$ cat config.mk
export PLATFORM = sky130hd
export DESIGN_NAME = tuner_wire_seq
export DESIGN_NICKNAME = d
export VERILOG_FILES = /design/src/rtl/tws_pkg.sv /design/src/rtl/tws_store.sv /design/src/rtl/tws_clkgen.sv /design/src/rtl/tws_shifter.sv /design/src/rtl/tuner_wire_seq.sv
export SDC_FILE = /design/constraint.sdc
export NUM_CORES = 1
export LEC_CHECK = 0
export ABC_CLOCK_PERIOD_IN_PS = 2600
export CORE_UTILIZATION = 56
export DETAILED_ROUTE_END_ITERATION = 12
export DONT_BUFFER_PORTS = 1
export PLACE_DENSITY = 0.71
export SLEW_MARGIN = 30
export SYNTH_ARGS = -nofsm -noshare
export SYNTH_HDL_FRONTEND = slang
export SYNTH_SLANG_ARGS = --single-unit
export TNS_END_PERCENT = 20
$ cat constraint.sdc
create_clock -name clk -period 2.6 [get_ports clk]
set_input_delay 0.52 -clock clk [delete_from_list [all_inputs] [get_ports clk]]
set_output_delay 0.52 -clock clk [all_outputs]
set_load 0.05 [all_outputs]
$ cat src/rtl/tws_pkg.sv
package tws_pkg;

   localparam int BYTE_W     = 8;
   localparam int LONG_BITS  = 8;
   localparam int SHORT_BITS = 3;
   localparam int BITS_W     = $clog2(LONG_BITS + 1);

   typedef struct packed {
      logic sel1;
      logic sel0;
      logic no_clk;
      logic short3;
   } ctrl_t;

   typedef struct packed {
      ctrl_t             ctrl;
      logic [BYTE_W-1:0] data;
   } entry_t;

   typedef enum logic [1:0] {
      S_IDLE = 2'd0,
      S_INIT = 2'd1,
      S_RUN  = 2'd2,
      S_DONE = 2'd3
   } seq_state_t;

endpackage

$ cat src/rtl/tws_store.sv
module tws_store
   import tws_pkg::*;
#(
   parameter int ENTRIES = 16,
   localparam int IDX_W  = (ENTRIES > 1) ? $clog2(ENTRIES) : 1
) (
   input  logic             clk,
   input  logic             rst_n,
   input  logic             wr_en,
   input  logic [IDX_W-1:0] wr_idx,
   input  entry_t           wr_entry,
   input  logic [IDX_W-1:0] rd_idx,
   output entry_t           rd_entry
);

   entry_t slots [ENTRIES];

   for (genvar i = 0; i < ENTRIES; i++) begin : g_slot
      entry_t slot_q;
      always_ff @(posedge clk or negedge rst_n) begin
         if (!rst_n)
            slot_q <= '0;
         else if (wr_en && (wr_idx == IDX_W'(i)))
            slot_q <= wr_entry;
      end
      assign slots[i] = slot_q;
   end

   always_comb begin
      rd_entry = '0;
      for (int i = 0; i < ENTRIES; i++)
         if (rd_idx == IDX_W'(i))
            rd_entry = slots[i];
   end

endmodule

$ cat src/rtl/tws_clkgen.sv
module tws_clkgen #(
   parameter int HALF_CYC = 25
) (
   input  logic clk,
   input  logic rst_n,
   input  logic run,
   output logic phase,
   output logic bit_end
);

   logic half_end;

   if (HALF_CYC == 1) begin : g_fast
      assign half_end = run;
   end else begin : g_count
      localparam int HALF_W = $clog2(HALF_CYC);
      logic [HALF_W-1:0] hcnt;
      always_ff @(posedge clk or negedge rst_n) begin
         if (!rst_n)
            hcnt <= '0;
         else if (!run || hcnt == HALF_W'(HALF_CYC - 1))
            hcnt <= '0;
         else
            hcnt <= hcnt + 1'b1;
      end
      assign half_end = run && (hcnt == HALF_W'(HALF_CYC - 1));
   end

   always_ff @(posedge clk or negedge rst_n) begin
      if (!rst_n)
         phase <= 1'b0;
      else if (!run)
         phase <= 1'b0;
      else if (half_end)
         phase <= ~phase;
   end

   assign bit_end = half_end && phase;

endmodule

$ cat src/rtl/tws_shifter.sv
module tws_shifter
   import tws_pkg::*;
(
   input  logic              clk,
   input  logic              rst_n,
   input  logic              load,
   input  logic [BYTE_W-1:0] ld_data,
   input  logic              ld_short,
   input  logic              advance,
   output logic              bit_out,
   output logic              last_bit
);

   logic [BYTE_W-1:0] sr;
   logic [BITS_W-1:0] left;

   always_ff @(posedge clk or negedge rst_n) begin
      if (!rst_n) begin
         sr   <= '0;
         left <= '0;
      end else if (load) begin
         sr   <= ld_data;
         left <= ld_short ? BITS_W'(SHORT_BITS) : BITS_W'(LONG_BITS);
      end else if (advance) begin
         sr   <= {sr[BYTE_W-2:0], 1'b0};
         left <= (left != '0) ? left - 1'b1 : left;
      end
   end

   assign bit_out  = sr[BYTE_W-1];
   assign last_bit = (left == BITS_W'(1));

endmodule

$ cat src/rtl/tuner_wire_seq.sv
module tuner_wire_seq
   import tws_pkg::*;
#(
   parameter int ENTRIES  = 16,
   parameter int HALF_CYC = 25,
   parameter int INIT_CYC = 834,
   localparam int IDX_W   = (ENTRIES > 1) ? $clog2(ENTRIES) : 1,
   localparam int LEN_W   = $clog2(ENTRIES + 1)
) (
   input  logic             clk,
   input  logic             rst_n,
   input  logic             wr_en,
   input  logic [IDX_W-1:0] wr_idx,
   input  logic [7:0]       wr_data,
   input  logic [3:0]       wr_ctrl,
   input  logic [LEN_W-1:0] seq_len,
   input  logic             start,
   output logic             ser_clk,
   output logic             ser_data,
   output logic             sel0,
   output logic             sel1,
   output logic             busy,
   output logic             done
);

   localparam int INIT_W = (INIT_CYC > 1) ? $clog2(INIT_CYC) : 1;

   if (ENTRIES < 1) begin : g_bad_entries
      $error("tuner_wire_seq: ENTRIES must be at least 1");
   end
   if (HALF_CYC < 1) begin : g_bad_half
      $error("tuner_wire_seq: HALF_CYC must be at least 1");
   end
   if (INIT_CYC < 1) begin : g_bad_init
      $error("tuner_wire_seq: INIT_CYC must be at least 1");
   end

   seq_state_t        state;
   logic [LEN_W-1:0]  len_q;
   logic [IDX_W-1:0]  idx;
   logic [INIT_W-1:0] init_cnt;
   ctrl_t             cur_ctrl;

   logic [LEN_W-1:0]  len_clamped;
   logic [IDX_W-1:0]  rd_idx;
   entry_t            rd_entry;
   entry_t            wr_entry;
   logic              phase, bit_end;
   logic              bit_out, last_bit;
   logic              init_last, entry_end, seq_last, load;

   assign wr_entry.ctrl = ctrl_t'(wr_ctrl);
   assign wr_entry.data = wr_data;

   assign len_clamped = (seq_len > LEN_W'(ENTRIES)) ? LEN_W'(ENTRIES) : seq_len;
   assign init_last   = (state == S_INIT) && (init_cnt == INIT_W'(INIT_CYC - 1));
   assign entry_end   = (state == S_RUN) && bit_end && last_bit;
   assign seq_last    = (LEN_W'(idx) == len_q - LEN_W'(1));
   assign load        = init_last || (entry_end && !seq_last);
   assign rd_idx      = (state == S_RUN) ? idx + 1'b1 : '0;

   tws_store #(.ENTRIES(ENTRIES)) i_store (
      .clk      (clk),
      .rst_n    (rst_n),
      .wr_en    (wr_en),
      .wr_idx   (wr_idx),
      .wr_entry (wr_entry),
      .rd_idx   (rd_idx),
      .rd_entry (rd_entry)
   );

   tws_clkgen #(.HALF_CYC(HALF_CYC)) i_clkgen (
      .clk     (clk),
      .rst_n   (rst_n),
      .run     (state == S_RUN),
      .phase   (phase),
      .bit_end (bit_end)
   );

   tws_shifter i_shifter (
      .clk      (clk),
      .rst_n    (rst_n),
      .load     (load),
      .ld_data  (rd_entry.data),
      .ld_short (rd_entry.ctrl.short3),
      .advance  (bit_end && !load),
      .bit_out  (bit_out),
      .last_bit (last_bit)
   );

   always_ff @(posedge clk or negedge rst_n) begin
      if (!rst_n) begin
         state    <= S_IDLE;
         len_q    <= '0;
         idx      <= '0;
         init_cnt <= '0;
         cur_ctrl <= '0;
      end else begin
         if (load)
            cur_ctrl <= rd_entry.ctrl;
         unique case (state)
            S_IDLE: if (start) begin
               len_q    <= len_clamped;
               idx      <= '0;
               init_cnt <= '0;
               state    <= (len_clamped == '0) ? S_DONE : S_INIT;
            end
            S_INIT: begin
               if (init_last)
                  state <= S_RUN;
               else
                  init_cnt <= init_cnt + 1'b1;
            end
            S_RUN: if (entry_end) begin
               if (seq_last)
                  state <= S_DONE;
               else
                  idx <= idx + 1'b1;
            end
            S_DONE: state <= S_IDLE;
            default: state <= S_IDLE;
         endcase
      end
   end

   assign ser_clk  = (state == S_RUN) && phase && !cur_ctrl.no_clk;
   assign ser_data = (state == S_RUN) && bit_out;
   assign sel0     = (state == S_RUN) && cur_ctrl.sel0;
   assign sel1     = (state == S_RUN) && cur_ctrl.sel1;
   assign busy     = (state != S_IDLE);
   assign done     = (state == S_DONE);

endmodule

==> run summary <==
synthesized area -> 12000 µm²
Total Power -> 11.6 mW
first-pass iteration count of the detailed router -> 6
Post-Route WL -> 33600 µm
status -> finished, violations left
TritonCTS Buffers -> 25
crit path DAT -> 2.93 ns
most used cell, CP -> buf_4
Routed Antenna Nets -> 0
most area-hungry cell type in the Yosys netlist -> dfrtp_1
core area -> 21000 µm²
WHS -> -0.310 ns
top cells by area, synth -> dfrtp_1, mux2_2, nor2_1
Crit Path Max Fanout -> 5
# H-tree levels -> 1
Critical Path Max Stage Delay -> 0.34 ns
Total Nets Final -> 1149
# diodes -> 0
pwr dens -> 840 nW/µm²
total track usage -> 0.314
Worst setup EP type -> register
Die Y -> 148 µm
pin count of the biggest net entering global routing -> 235
slew margin rel. -> 0.482
root buffer selected by CTS -> clkbuf_16
total of max-cap violations -> 0
antenna violations before repair -> 0
layout cell share with drive strength beyond 1 -> 0.353
Port Buf Inserts -> 0
Initial DRC Count -> 746
Synth top cells by count -> dfrtp_1, mux2_2, nor2_1, nand2_1, clkbuf_1
post-route cell area -> 13800 µm²
count leader, synth -> dfrtp_1
Worst Path Class, Setup -> register to register
Yosys reg bits -> 234
Die ar. -> 22000 µm²
Synth cell types -> 87
YS warnings -> 0
EDFF count, synth -> 0
setup TNS -> 0 ns
Synth top area share -> 0.489
CP Data Required Time -> 3.00 ns
final hold viol count -> 234
slowest CP cell -> dfrtp_1
Max IR drop VDD -> 0.597 mV
Clock transition at path regs -> 0.06 ns
clock latency at the later pin of the worst-skew pair -> 0.53 ns
Setup Skew -> 0.00752 ns
clk buf depth -> 3
WL/cell -> 23.9 µm
post-synthesis sequential area ratio -> 0.489
Top FF cell, synth -> dfrtp_1
actual slew at the worst max-slew pin -> 0.777 ns
GRT overflow -> 0
Max Clock Freq -> 396 MHz
worst path cell trace -> inv_1, ha_2, buf_4, inv_1, buf_4, nor2_1, o21a_1, buf_4, a221oi_1, o211ai_1, a21oi_1, o41ai_2
HP Class -> primary input to asynchronous set/reset pin
failing checks -> negative hold slack
via count -> 9047
Net Count, Synth -> 1088
die width -> 148 µm
nature of the critical path startpoint -> register
Mapped Cells -> 1051
RSZ-0062 raised after global routing -> true
FFs w/ async S/R, synth -> 1.00
Max Slew Vio Count -> 0
Lkg Pwr -> 5.84 nW
Area growth, synth to finish -> 15.0%
Starting Density -> 0.570
first-pass GRT wire length -> 52100 µm
via count of the first global-routing pass -> 9051
Post-DP Area -> 12800 µm²
io pins -> 31
# rows -> 53
drc violations -> 0
crit share post-route -> 0.972
crit path time final -> 2.53 ns
RePlAce Congestion -> 0.984
syn_area_per_cell -> 11.4 µm²
CTS tree -> built
Num Clock Sinks -> 234
vias per inst -> 6.44
DP HPWL -> 23500 µm
final setup fails -> 0
-- report_power, final --
group / internal (mW) / switching, mW / leakage (nW) / total, mW
logic: 1.51 / 1.58 / 2.51 / 3.10
registers: 4.43 / 0.499 / 2.92 / 4.93
clock network: 2.09 / 1.46 / 0.400 / 3.55
-- stage by stage --
step | setup WS, ns | instances | utilization
global placement | -0.111 | 1357 | 0.608
detailed placement | -0.115 | 1357 | 0.608
global route | -0.0296 | 1405 | 0.656
finish | 0.0733 | 1405 | 0.656
floorplan | 0.0346 | 1051 | -
CTS | 0.0117 | 1402 | 0.649
-- repair_timing --
action / 4_1_cts / 5_1_grt
setup endpoints to repair: 5 / 15
gates resized for setup: 5 / 26
endpoints found under the hold margin: 234 / 234
pin swaps: 0 / 8
cloned: 0 / 0
buffers inserted: 0 / 3
-- layer usage --
| metal | vias to the layer above | global-route usage | wire (µm) | share of wire |
|---|---|---|---|---|
| met5 | - | 0 | 0 | 0 |
| met2 | 363 | 0.497 | 15400 | 0.46 |
| met3 | 86 | 0.0509 | 2140 | 0.064 |
| met4 | 0 | 0.134 | 1510 | 0.045 |
| li1 | 4010 | - | - | - |
| met1 | 4588 | 0.430 | 14600 | 0.43 |
-- path summary, 6_finish.rpt --
| path | from | to | slack, ns | cells past startpoint |
|---|---|---|---|---|
| worst max-delay path | state[0] | i_shifter.sr[2] | 0.07 | 12 |
| max in group asynchronous | rst_n | i_store.g_slot[8].slot_q[1] | 2.26 | 0 |
| worst max register to register | state[0] | i_shifter.sr[2] | 0.07 | 12 |
| worst min-delay path | rst_n | init_cnt[7] | -0.31 | 0 |
| min in group clk | wr_data[6] | i_store.g_slot[1].slot_q[6] | 0.14 | 1 |
| worst min register to register | i_store.g_slot[12].slot_q[3] | i_store.g_slot[12].slot_q[3] | 0.50 | 1 |
-- state kept, by name, indices dropped and copies added, names as in the netlist --
name / flops
len_q: 5
i_store.g_slot.slot_q: 192
init_cnt: 10
state: 2
idx: 4
cur_ctrl: 3
i_clkgen.g_count.hcnt: 5
i_clkgen.phase: 1
i_shifter.sr: 8
i_shifter.left: 4
-- logic make-up (layout without fill, tap and decap cells) --
| kind of cell | after synthesis | in the layout | share of synthesized area |
|---|---|---|---|
| buf+inv | 86 | 165 | 0.0325 |
| xor+xnor | 16 | 16 | 0.0136 |
| compound gates | 224 | 224 | 0.137 |
| simple gates | 256 | 256 | 0.108 |
| mux | 223 | 223 | 0.207 |
| flops | 234 | 234 | 0.489 |
| fa+ha+maj | 12 | 12 | 0.0125 |
-- cell usage in the layout (no fill, tap or decap), types with 17 or more instances in the layout --
cell type and count:
o22ai_1 30, nand2_1 69, inv_1 17, a21oi_1 36
mux2i_1 21, nor2_1 69, buf_4 92, clkbuf_16 25
mux2_2 202, dfrtp_1 232, o21ai_0 34
-- layout make-up --
type / instances / area, µm²
Clock inverter: 9 / 83.8
Timing Repair Buffer: 101 / 827
Clock buffer: 36 / 747
Inverter: 19 / 71.3
Sequential cell: 234 / 5860
Tap cell: 275 / 344
Multi-Input combinational cell: 731 / 5850
Fill cell: 1610 / 7240
-- worst max-delay path: cells and delay by family (launching register included) --
| family | cells | cell delay [ns] |
|---|---|---|
| simple gates | 1 | 0.08 |
| buf+inv | 5 | 0.81 |
| fa+ha+maj | 1 | 0.21 |
| compound gates | 5 | 0.96 |
| flops | 1 | 0.34 |
Power figures use the tool's default switching activity.
